==> config.mk <==
export PLATFORM = sky130hd
export DESIGN_NAME = tick_timer
export DESIGN_NICKNAME = d
export VERILOG_FILES = /design/src/rtl/tick_timer_pkg.sv /design/src/rtl/tick_timer_ctrl.sv /design/src/rtl/tick_timer_dp.sv /design/src/rtl/tick_timer.sv
export SDC_FILE = /design/constraint.sdc
export NUM_CORES = 1
export LEC_CHECK = 0
export BUFFER_PORTS_ARGS = -buffer_cell sky130_fd_sc_hd__buf_2
export CAP_MARGIN = 20
export CORE_MARGIN = 2
export CORE_UTILIZATION = 53
export CTS_BUF_LIST = sky130_fd_sc_hd__clkbuf_4 sky130_fd_sc_hd__clkbuf_8
export DETAILED_ROUTE_END_ITERATION = 6
export GPL_TIMING_DRIVEN = 0
export PLACE_DENSITY = 0.81
export REMOVE_ABC_BUFFERS = 1
export SETUP_SLACK_MARGIN = 0.1
export SYNTH_ARGS = -nofsm -noshare
export SYNTH_HDL_FRONTEND = slang
export SYNTH_SLANG_ARGS = --single-unit
==> constraint.sdc <==
create_clock -name clk -period 2.27 [get_ports clk]
set_input_delay 0.227 -clock clk [delete_from_list [all_inputs] [get_ports clk]]
set_output_delay 0.227 -clock clk [all_outputs]
set_load 0.01 [all_outputs]
==> src/rtl/tick_timer_pkg.sv <==
package tick_timer_pkg;

  // Strobes from the control to the count datapath; at most one is acted on.
  typedef struct packed {
    logic loadCnt;    // software write of the count
    logic reloadCnt;  // tick with zero count: refill from period
    logic decCnt;     // tick with nonzero count: step down
  } cntCtrlT;

endpackage

==> src/rtl/tick_timer_ctrl.sv <==
module tick_timer_ctrl
  import tick_timer_pkg::*;
#(
  parameter int SCL_W = 8
) (
  input  logic             clk,
  input  logic             rstN,
  input  logic             enable,
  input  logic             cntWe,
  input  logic             cntZero,
  input  logic [SCL_W-1:0] scaleVal,
  output cntCtrlT          strb,
  output logic [SCL_W-1:0] preOut,
  output logic             irq
);

  logic [SCL_W-1:0] preQ;
  logic             preZero;
  logic             tickNow;
  logic             irqQ;

  assign preZero = (preQ == '0);
  assign tickNow = enable & preZero;

  // A software count write wins over whatever the tick would do.
  always_comb begin
    strb.loadCnt   = cntWe;
    strb.reloadCnt = tickNow & cntZero & ~cntWe;
    strb.decCnt    = tickNow & ~cntZero & ~cntWe;
  end

  always_ff @(posedge clk) begin
    if (!rstN) begin
      preQ <= '0;
      irqQ <= 1'b0;
    end else begin
      if (enable) begin
        preQ <= preZero ? scaleVal : preQ - 1'b1;
      end
      irqQ <= strb.reloadCnt;
    end
  end

  assign preOut = preQ;
  assign irq    = irqQ;

endmodule

==> src/rtl/tick_timer_dp.sv <==
module tick_timer_dp
  import tick_timer_pkg::*;
#(
  parameter int CNT_W = 16,
  parameter int SCL_W = 8
) (
  input  logic             clk,
  input  logic             rstN,
  input  cntCtrlT          strb,
  input  logic [CNT_W-1:0] cntWdata,
  input  logic             sclWe,
  input  logic [SCL_W-1:0] sclWdata,
  input  logic             perWe,
  input  logic [CNT_W-1:0] perWdata,
  output logic [CNT_W-1:0] cntOut,
  output logic [SCL_W-1:0] scaleVal,
  output logic             cntZero
);

  logic [CNT_W-1:0] cntQ;
  logic [CNT_W-1:0] perQ;
  logic [SCL_W-1:0] sclQ;

  always_ff @(posedge clk) begin
    if (!rstN) begin
      cntQ <= '0;
    end else if (strb.loadCnt) begin
      cntQ <= cntWdata;
    end else if (strb.reloadCnt) begin
      cntQ <= perQ;
    end else if (strb.decCnt) begin
      cntQ <= cntQ - 1'b1;
    end
  end

  always_ff @(posedge clk) begin
    if (!rstN) begin
      perQ <= '0;
      sclQ <= '0;
    end else begin
      if (perWe) perQ <= perWdata;
      if (sclWe) sclQ <= sclWdata;
    end
  end

  assign cntOut   = cntQ;
  assign scaleVal = sclQ;
  assign cntZero  = (cntQ == '0);

endmodule

==> src/rtl/tick_timer.sv <==
module tick_timer
  import tick_timer_pkg::*;
#(
  parameter int CNT_W = 16,
  parameter int SCL_W = 8
) (
  input  logic             clk,
  input  logic             rstN,
  input  logic             enable,
  input  logic             cntWe,
  input  logic [CNT_W-1:0] cntWdata,
  input  logic             sclWe,
  input  logic [SCL_W-1:0] sclWdata,
  input  logic             perWe,
  input  logic [CNT_W-1:0] perWdata,
  output logic [CNT_W-1:0] cntOut,
  output logic [SCL_W-1:0] preOut,
  output logic             irq
);

  cntCtrlT          strb;
  logic             cntZero;
  logic [SCL_W-1:0] scaleVal;

  tick_timer_ctrl #(.SCL_W(SCL_W)) ctrl (
    .clk(clk), .rstN(rstN), .enable(enable), .cntWe(cntWe),
    .cntZero(cntZero), .scaleVal(scaleVal), .strb(strb),
    .preOut(preOut), .irq(irq)
  );

  tick_timer_dp #(.CNT_W(CNT_W), .SCL_W(SCL_W)) dp (
    .clk(clk), .rstN(rstN), .strb(strb), .cntWdata(cntWdata),
    .sclWe(sclWe), .sclWdata(sclWdata), .perWe(perWe),
    .perWdata(perWdata), .cntOut(cntOut), .scaleVal(scaleVal),
    .cntZero(cntZero)
  );

endmodule

==> metrics, run 1 <==
Final Max Tran Viols=0; Yosys cell types=46; VDD IR max=0.0005014 V; Hold Path Stages=3; Finished Cell Area=0.003097 mm^2; HPWL Detailed=~4.4 mm; CTS Buffer Depth=2; initial antenna violation count=0; Critical Path Start Type=flip-flop; largest net degree at the start of global routing=26; WL/cell=15.65 um; worst reg2reg setup slack=0.15 ns; number of synthesized flops with an enable pin=0; Post-DRT Antenna Nets=0; Final Critical Period=2.117 ns; clock network power share=0.175; Routability Congestion=0.8196; Least-Margin Pin Slew=0.5843 ns; share of cells above drive strength 1=0.2885; Reg clk slew, reported paths=0.08 ns; Sw Ratio=0.3963; Synth Flop Type=dfxtp_1; Final Hold Fails=0; Cell Area, Synth=0.002534 mm^2; Avg Inst Size Synth=8.647 um^2; Slew Limit Headroom=0.6101; pre-CTS WS=-0.3020 ns; row count=25; worst path arrival time=2.32 ns; power density cells=977.4 mW/mm^2; Top Ports=71; htree depth=2; Ys Warns=0; grt ovf=0; cell-internal power=about 1.8 mW; worst min-delay path category=primary input to flip-flop; Async SR Flop Fraction=0; port bufs=70; Leakage=1.384 nW; Cells after Synth=293; core area=~0.0047 mm^2; die area=~0.0053 mm^2; GR Util All Layers=0.2427; WP data required=2.47 ns; Seq pwr share=0.396; CTS tree=built; Final Worst Setup Slack=0.1526 ns; root buf cell=clkbuf_8; fin nets=406; crit-path max FO=10; Initial Utilization=0.5436; clk_skew=0.006749 ns; RSZ-0062 raised after global routing=true; Final Power=3.027 mW; path depth of the worst reg2reg path=7; Crit. End Element=flip-flop; routed wire length=6.434 mm; Die Ht=73.14 um; # diodes=0; clock sink count=49; Placed Cells=400; # DRC=0; setup TNS=0 ns; combinational fraction of design power=0.429; 1st-pass router iterations=4; outcome=finished, final reports clean; Die Width=73.14 um; post-synthesis sequential area ratio=0.3872; Worst-Skew Late Latency=0.31 ns; endpoints failing setup=0; number of global-route vias before repair=2133; DR iter-0 viols=174; Fill cells=390; Area after DPL=0.002908 mm^2; Synth Register Bits=just under 50; Via density=5.866; fmax=roughly 470 MHz; WS Path Type=flip-flop to flip-flop; Final period util=0.9328; Max Cap Viol=0; global-route wire length before repair=10.12 mm; sw power=about 1.2 mW; Synth-to-Final Area Change=22.22%; via count=2411; Inserted Clock Buffers=5; non-filler instance count after layout=411
## through the flow
step                  util  hold WS (ns)
CTS                 0.6534        0.1517
floorplan                -        0.3164
global route        0.6644        0.1489
global placement    0.6180        0.4598
finish              0.6644        0.1493
detailed placement  0.6239        0.4700
## synth_stat cells, drive strengths merged, types with 6 or more instances
| master | count | area (um^2) |
|---|---|---|
| a21oi | 19 | 95.09 |
| clkbuf | 15 | 56.30 |
| dfxtp | 49 | 980.9 |
| inv | 8 | 30.03 |
| mux2i | 27 | 270.3 |
| nand2 | 17 | 63.81 |
| nand3 | 7 | 35.03 |
| nor2 | 42 | 157.7 |
| nor3 | 10 | 55.05 |
| o21ai | 16 | 80.08 |
| o311ai | 6 | 52.55 |
| xnor2 | 7 | 61.31 |
## logic make-up after synthesis
logic type / Yosys count / share of synthesized area
compound gates: 70 / 0.1773
mux: 29 / 0.1156
xor+xnor: 11 / 0.03802
fa+ha+maj: 3 / 0.01482
simple gates: 105 / 0.2272
flops: 49 / 0.3872
buf+inv: 26 / 0.04000
## worst max-delay path: stages (launching register included)
cell and delay (ns):
dfxtp_1 0.36, inv_1 0.09, ha_1 0.20, nor3b_4 0.39, nand2_4 0.15, or2_4 0.33
and3_1 0.19, a221o_1 0.31
## routing by layer
metal / up-vias / GRT usage / part of all wire
met4: 0 / 0.09259 / 0.020
met3: 13 / 0.06492 / 0.070
li1: 1185 / - / -
met1: 1128 / 0.3288 / 0.45
met2: 85 / 0.3684 / 0.46
met5: - / 0 / 0
## cells in the final DEF (no fill, tap or decap), types with 3 or more instances in the layout
cell type / count
a211oi_1: 3
xnor2_1: 7
xor2_1: 4
a311oi_1: 4
nor3_1: 9
nand2_1: 15
clkbuf_8: 6
o21ai_0: 16
a21oi_1: 19
o311ai_0: 6
a31oi_1: 5
o211ai_1: 4
nand3_1: 6
a21o_1: 3
inv_1: 8
nand2b_1: 4
mux2i_1: 27
buf_4: 4
dfxtp_1: 49
nor4_2: 3
or3_1: 4
buf_2: 70
nor2_1: 40
## state kept, by name, indices dropped and copies added (netlist names)
| register | flops |
|---|---|
| dp.cntOut | 16 |
| dp.scaleVal | 8 |
| dp.perQ | 16 |
| ctrl.preOut | 8 |
| ctrl.irq | 1 |
## final timing paths
path / from / to
max: dp.cntOut[0] / dp.cntOut[15]
min: perWdata[0] / dp.perQ[0]
max reg2reg: dp.cntOut[0] / dp.cntOut[15]
min reg2reg: dp.scaleVal[3] / dp.scaleVal[3]
## power groups by stage
stage	logic [mW]	clock network (mW)	registers, mW
2_1_floorplan	0.756	0	1.21
3_3_place_gp	1.11	0	1.19
3_5_place_dp	1.14	0	1.19
4_1_cts	1.23	0.540	1.18
5_1_grt	1.43	0.568	1.22
6_report	1.30	0.529	1.20
## timing repair
action,in CTS,in global routing
gates resized for setup,10,6
buffers inserted,1,3
endpoints found under the setup margin,17,16
pin swaps,0,2
hold buffers,0,0
## cell type report
cell class	count	area, um^2	area share
Clock buffer	7	90.09	0.02909
Inverter	8	30.03	0.009697
Multi-Input combinational cell	218	1520	0.4909
Sequential cell	49	980.9	0.3168
Tap cell	54	67.56	0.02182
Timing Repair Buffer	75	407.9	0.1317
Note: power is estimated with default switching activity, not from simulation.
==> run 2, diff against run 1 <==
--- a/config.mk
+++ b/config.mk
@@ -11,9 +11,7 @@
 export CORE_UTILIZATION = 53
 export CTS_BUF_LIST = sky130_fd_sc_hd__clkbuf_4 sky130_fd_sc_hd__clkbuf_8
 export DETAILED_ROUTE_END_ITERATION = 6
-export GPL_TIMING_DRIVEN = 0
 export PLACE_DENSITY = 0.81
-export REMOVE_ABC_BUFFERS = 1
 export SETUP_SLACK_MARGIN = 0.1
 export SYNTH_ARGS = -nofsm -noshare
 export SYNTH_HDL_FRONTEND = slang
==> constraint.sdc (replaced) <==
create_clock -name clk -period 2.27 [get_ports clk]
set_input_delay 0.227 -clock clk [delete_from_list [all_inputs] [get_ports clk]]
set_output_delay 0.227 -clock clk [all_outputs]
set_load 0.1 [all_outputs]
==> run 2 against run 1 <==
Fmax is 6.0% higher. Final area is 1.1% higher. Sequential share of layout area is 0.63 points higher. Combinational power is 47% higher. First-iteration DRC count is 9.8% higher. Die area stayed put. Flip-flop and latch count stayed put.
==> metrics, run 2 (synthesis results as in run 1) <==
htree depth=2 (unchanged); WL/cell=15.09 um (-3.6%); Final Critical Period=1.998 ns (-0.1198 ns); port bufs=70 (unchanged); Synth Net Count=342; Crit. End Element=flip-flop; HPWL Detailed=4.758 mm (+7.2%); Fill cells=405 (+3.8%); grt ovf=0 (unchanged); WP data required=2.45 ns (-0.02 ns); Least-Margin Pin Slew=0.5100 ns (-0.07424 ns); RSZ-0062 raised after global routing=false; crit-path max FO=5 (-5); Core Util, Final=0.6714 (+0.006979); # diodes=0 (unchanged); Worst Hold Path EP=dp.perQ[14]; 1st-pass router iterations=4 (unchanged); Placed Cells=414 (+3.5%); Worst-Skew Late Latency=0.30 ns (about the same); commonest non-fill, non-tap cells in the layout=70 x buf_2, 42 x nor2_1, 29 x dfxtp_1, 27 x mux2i_1, 19 x a21oi_1; Initial Utilization=0.5436 (unchanged); Critical Path Start Type=flip-flop; fin nets=416 (+2.5%); non-filler instance count after layout=422 (+2.7%); Routability Congestion=0.8454 (+3.1%); fmax=500.6 MHz (+6.0%); routed wire length=6.370 mm (-0.99%); DR iter-0 viols=191 (+9.8%); endpoints failing setup=0 (unchanged); Inserted Clock Buffers=5 (unchanged); setup TNS=0 ns (unchanged); R2R Path End=dp.cntOut[13]; worst path arrival time=2.18 ns (-0.14 ns); number of global-route vias before repair=2230 (+4.5%); VDD IR max=0.0005898 V (+18%); Post-DRT Antenna Nets=0 (unchanged); row count=25 (unchanged); initial antenna violation count=0 (unchanged); die area=0.005349 mm^2 (unchanged); Reg-to-Reg Start=ctrl.preOut[1]; Hold Buf Count CTS=0 (unchanged); Leakage=1.409 nW (+1.8%); largest net degree at the start of global routing=24 (-7.7%); worst min-delay path category=primary input to flip-flop; most common cell after layout, fill and taps aside=buf_2; met3 global-route usage=0.05939 (-0.005525); # DRC=0 (unchanged); Slew Limit Headroom=0.6600 (+0.04992); root buf cell=clkbuf_8; Hold Path Stages=3 (unchanged); Via density=5.746 (-2.0%); Final period util=0.8800 (-0.05278); postcts setup bufs=0 (-1); Synth-to-Final Area Change=23.51%; Final Power=3.679 mW (+22%); Die Ht=73.14 um (unchanged); Die Width=73.14 um (unchanged); Final Hold Fails=0 (unchanged); M1 GR Usage=0.3557 (+0.02691); min-delay src=perWdata[14]; M2 GR Usage=0.3724 (+0.004004); via count=2425 (+0.58%); path depth of the worst reg2reg path=7 (unchanged); CTS tree=built; Max Cap Viol=0 (unchanged); Final Max Tran Viols=0 (unchanged); share of cells above drive strength 1=0.3370 (+0.04844); worst reg2reg setup slack=0.27 ns (+0.12 ns); most used routing layer=met2; clk_skew=0.007528 ns (+0.0007787 ns); Fin Hold WS=0.1612 ns (+0.01189 ns); power density cells=1176 mW/mm^2 (+20%); global-route wire length before repair=10.55 mm (+4.2%); outcome=finished, final reports clean; Reg clk slew, reported paths=0.09 ns (about the same); core area=0.004661 mm^2 (unchanged); GR Util All Layers=0.2512 (+0.008422); WS Path Type=flip-flop to flip-flop; CTS Buffer Depth=2 (unchanged); Top Ports=71 (unchanged); clock sink count=49 (unchanged)
-- run 2: cell types whose count changed in the layout (fill, tap and decap cells not counted), sizes merged --
cell    delta
buf       +10
clkbuf     +1
-- run 2: routing by layer --
| metal | wire, um | vias up |
|---|---|---|
| met3 | 410 | 9 |
| li1 | - | 1211 |
| met5 | 0 | - |
| met2 | 2956 | 90 |
| met1 | 2919 | 1115 |
| met4 | 83 | 0 |
-- run 2: timing repair --
action / 4_1_cts / 5_1_grt
hold endpoints to repair: 0 / 0
setup endpoints to repair: 0 / 3
resized for setup: 0 / 1
-- run 2: worst max-delay path by stage --
stage | startpoint | to | depth (start not counted)
after floorplan | dp.cntOut[12] | dp.cntOut[15] | 7
final | ctrl.preOut[1] | dp.cntOut[13] | 7
after detailed placement | ctrl.preOut[0] | ctrl.preOut[2] | 7
after global routing | dp.cntOut[8] | dp.cntOut[7] | 6
after CTS | ctrl.preOut[0] | ctrl.preOut[2] | 7
after global placement | ctrl.preOut[0] | ctrl.preOut[2] | 7
-- run 2: layout make-up --
cell class	instances	area, um^2	area share
inverters	8	30.03	0.009596
clock buffers	8	97.59	0.03119
multi-input cells	218	1460	0.4666
repair buffers	85	462.9	0.1479
well taps	54	67.56	0.02159
flip-flops and latches	49	1011	0.3231
-- run 2: worst max-delay path: stages, from the launching register on --
cell,delay [ns]
dfxtp_4,0.36
inv_1,0.08
ha_1,0.21
nor4b_2,0.30
nand2_1,0.14
or3_1,0.50
mux2i_1,0.20
a21oi_1,0.09
-- run 2: power by group --
group | switching, mW | internal [mW] | total [mW]
logic | 1.33 | 0.584 | 1.91
clock network | 0.276 | 0.273 | 0.549
registers | 0.207 | 1.01 | 1.22
-- run 2: stage by stage --
step | setup slack [ns] | cell area [um^2]
after floorplan | 0.1330 | 2564
after global placement | 0.2721 | 3023
after detailed placement | 0.2015 | 3023
after CTS | 0.1926 | 3120
after global routing | 0.1016 | 3129
final | 0.2724 | 3129
==> run 3, diff against run 2 <==
--- a/config.mk
+++ b/config.mk
@@ -9,7 +9,7 @@
 export CAP_MARGIN = 20
 export CORE_MARGIN = 2
 export CORE_UTILIZATION = 53
-export CTS_BUF_LIST = sky130_fd_sc_hd__clkbuf_4 sky130_fd_sc_hd__clkbuf_8
+export CTS_BUF_LIST = sky130_fd_sc_hd__clkbuf_8
 export DETAILED_ROUTE_END_ITERATION = 6
 export PLACE_DENSITY = 0.81
 export SETUP_SLACK_MARGIN = 0.1
==> run 3 against run 2 <==
Sequential power barely moved. Flip-flop and latch count stayed put. Combinational power about the same. Final area fell by 0.24%. Non-clock buffer count did not move. Hold slack better by 0.00081 ns. Sequential share of layout area increased by 0.078 points. Clock-buffer cell count is 2 lower. Global-route usage is 0.12 points higher. Via count is 0.91% higher. Register-to-register slack worse by 0.04 ns. Largest cell class unchanged. Largest power group unchanged. Highest routed layer unchanged.
==> metrics, run 3 (synthesis results as in run 1) <==
Max Cap Viol=0 (unchanged); Crit. End Element=flip-flop; Final Critical Period=2.037 ns (+0.03892 ns); Inserted Clock Buffers=5 (unchanged); Hold Buf Count CTS=0 (unchanged); worst reg2reg setup slack=0.23 ns (-0.04 ns); Finished Cell Area=0.003122 mm^2 (-0.24%); power density cells=1171 mW/mm^2 (-0.42%); Seq pwr share=0.333 (+0.002); crit-path max FO=7 (+2); core area=0.004661 mm^2 (unchanged); WP data required=2.49 ns (+0.04 ns); commonest non-fill, non-tap cells in the layout=70 x buf_2, 42 x nor2_1, 29 x dfxtp_1, 27 x mux2i_1, 19 x a21oi_1; Die Ht=73.14 um (unchanged); largest net degree at the start of global routing=24 (unchanged); min-delay src=perWdata[11]; routed wire length=6.422 mm (+0.82%); CTS tree=built; postcts setup bufs=0 (unchanged); htree depth=2 (unchanged); Hold Path Stages=3 (unchanged); post-CTS sizing=0 (unchanged); Slew Limit Headroom=0.6577 (-0.002280); Fill cells=407 (+0.49%); Leakage=1.411 nW (+0.10%); Worst-Skew Late Latency=0.30 ns (about the same); Top Ports=71 (unchanged); via count=2447 (+0.91%); Critical Path Start Type=flip-flop; 1st-pass router iterations=4 (unchanged); Final period util=0.8971 (+0.01715); VDD IR max=0.0005900 V (about the same); # diodes=0 (unchanged); Reg clk slew, reported paths=0.08 ns (about the same); combinational fraction of design power=0.525 (+0.005); Least-Margin Pin Slew=0.5135 ns (+0.003419 ns); endpoints failing setup=0 (unchanged); Reg-to-Reg Start=dp.cntOut[4]; row count=25 (unchanged); Final Worst Setup Slack=0.2335 ns (-0.03892 ns); fin nets=416 (unchanged); R2R Path End=dp.cntOut[11]; setup TNS=0 ns (unchanged); most common cell after layout, fill and taps aside=buf_2; met3 global-route usage=0.06077 (+0.001381); most used routing layer=met2; root buf cell=clkbuf_8; initial antenna violation count=0 (unchanged); HPWL Detailed=4.758 mm (unchanged); # DRC=0 (unchanged); WL/cell=15.22 um (+0.82%); Final Max Tran Viols=0 (unchanged); global-route wire length before repair=10.59 mm (+0.39%); CTS Buffer Depth=2 (unchanged); number of global-route vias before repair=2233 (+0.13%); Fin Hold WS=0.1620 ns (+0.0008110 ns); port bufs=70 (unchanged); outcome=finished, final reports clean; clk_skew=0.008226 ns (+0.0006980 ns); path depth of the worst reg2reg path=6 (-1); sw power=1.821 mW (+0.46%); Worst Hold Path EP=dp.perQ[11]; grt ovf=0 (unchanged); Seq. cell area=0.001011 mm^2 (unchanged); Routability Congestion=0.8454 (unchanged); share of cells above drive strength 1=0.3315 (-0.005435); Sw Ratio=0.4982 (+0.005533); die area=0.005349 mm^2 (unchanged); footprint of the multi-input gates=0.001460 mm^2 (unchanged); pre-CTS WS=0.2015 ns (unchanged); M2 GR Usage=0.3744 (+0.002002); WS Path Type=flip-flop to flip-flop; RSZ-0062 raised after global routing=false; fmax=491.0 MHz (-1.9%); Initial Utilization=0.5436 (unchanged); worst min-delay path category=primary input to flip-flop; Die Width=73.14 um (unchanged); cell-internal power=1.834 mW (-1.7%); GR Util All Layers=0.2523 (+0.001152); Final Hold Fails=0 (unchanged); Post-DRT Antenna Nets=0 (unchanged); Via density=5.799 (+0.91%); Final Power=3.655 mW (-0.65%); clock network power share=0.142 (-0.007); worst path arrival time=2.26 ns (+0.08 ns); M1 GR Usage=0.3557 (unchanged); clock sink count=49 (unchanged); DR iter-0 viols=193 (+1.0%); Synth Net Count=342 (unchanged); Synth-to-Final Area Change=23.21%; Area after DPL=0.003023 mm^2 (unchanged)
## run 3: changes by cell type in the layout (fill, tap and decap cells not counted)
| cell | before | now |
|---|---|---|
| clkbuf_4 | 2 | 0 |
| inv_1 | 8 | 10 |
## run 3: metrics by stage
stage,instances,util
floorplan,293,-
global placement,414,0.6486
detailed placement,414,0.6486
CTS,422,0.6679
global route,422,0.6698
finish,422,0.6698
## run 3: worst max-delay path by stage
stage	cells past startpoint	slack, ns	startpoint	end
3_5_place_dp	7	0.20	ctrl.preOut[0]	ctrl.preOut[2]
4_1_cts	7	0.19	ctrl.preOut[0]	ctrl.preOut[2]
6_report	6	0.23	dp.cntOut[4]	dp.cntOut[11]
5_1_grt	6	0.10	dp.cntOut[8]	dp.cntOut[7]
2_1_floorplan	7	0.13	dp.cntOut[12]	dp.cntOut[15]
3_3_place_gp	7	0.27	ctrl.preOut[0]	ctrl.preOut[2]
## run 3: power groups by stage
stage	clock network, mW	registers, mW	logic (mW)
2_1_floorplan	0	1.90	0.795
3_3_place_gp	0	1.22	1.86
3_5_place_dp	0	1.22	1.89
4_1_cts	0.529	1.21	1.90
5_1_grt	0.563	1.24	2.06
6_report	0.518	1.22	1.92
## run 3: area by class of cell
cell class | instances | area share
inverters | 8 | 0.009619
repair buffers | 85 | 0.1483
clock inverters | 2 | 0.002405
well taps | 54 | 0.02164
flip-flops and latches | 49 | 0.3238
multi-input cells | 218 | 0.4677
clock buffers | 6 | 0.02645
## run 3: per-layer routing
metal	vias up	part of all wire
met4	0	0.013
met3	9	0.067
met5	-	0
li1	1207	-
met1	1137	0.46
met2	94	0.46
## run 3: worst max-delay path, cell delays in order (launching register included)
cell     delay (ns)
dfxtp_2        0.39
nor4_2         0.43
nand2_1        0.14
or2_0          0.36
buf_4          0.22
a211o_1        0.26
a31oi_1        0.16
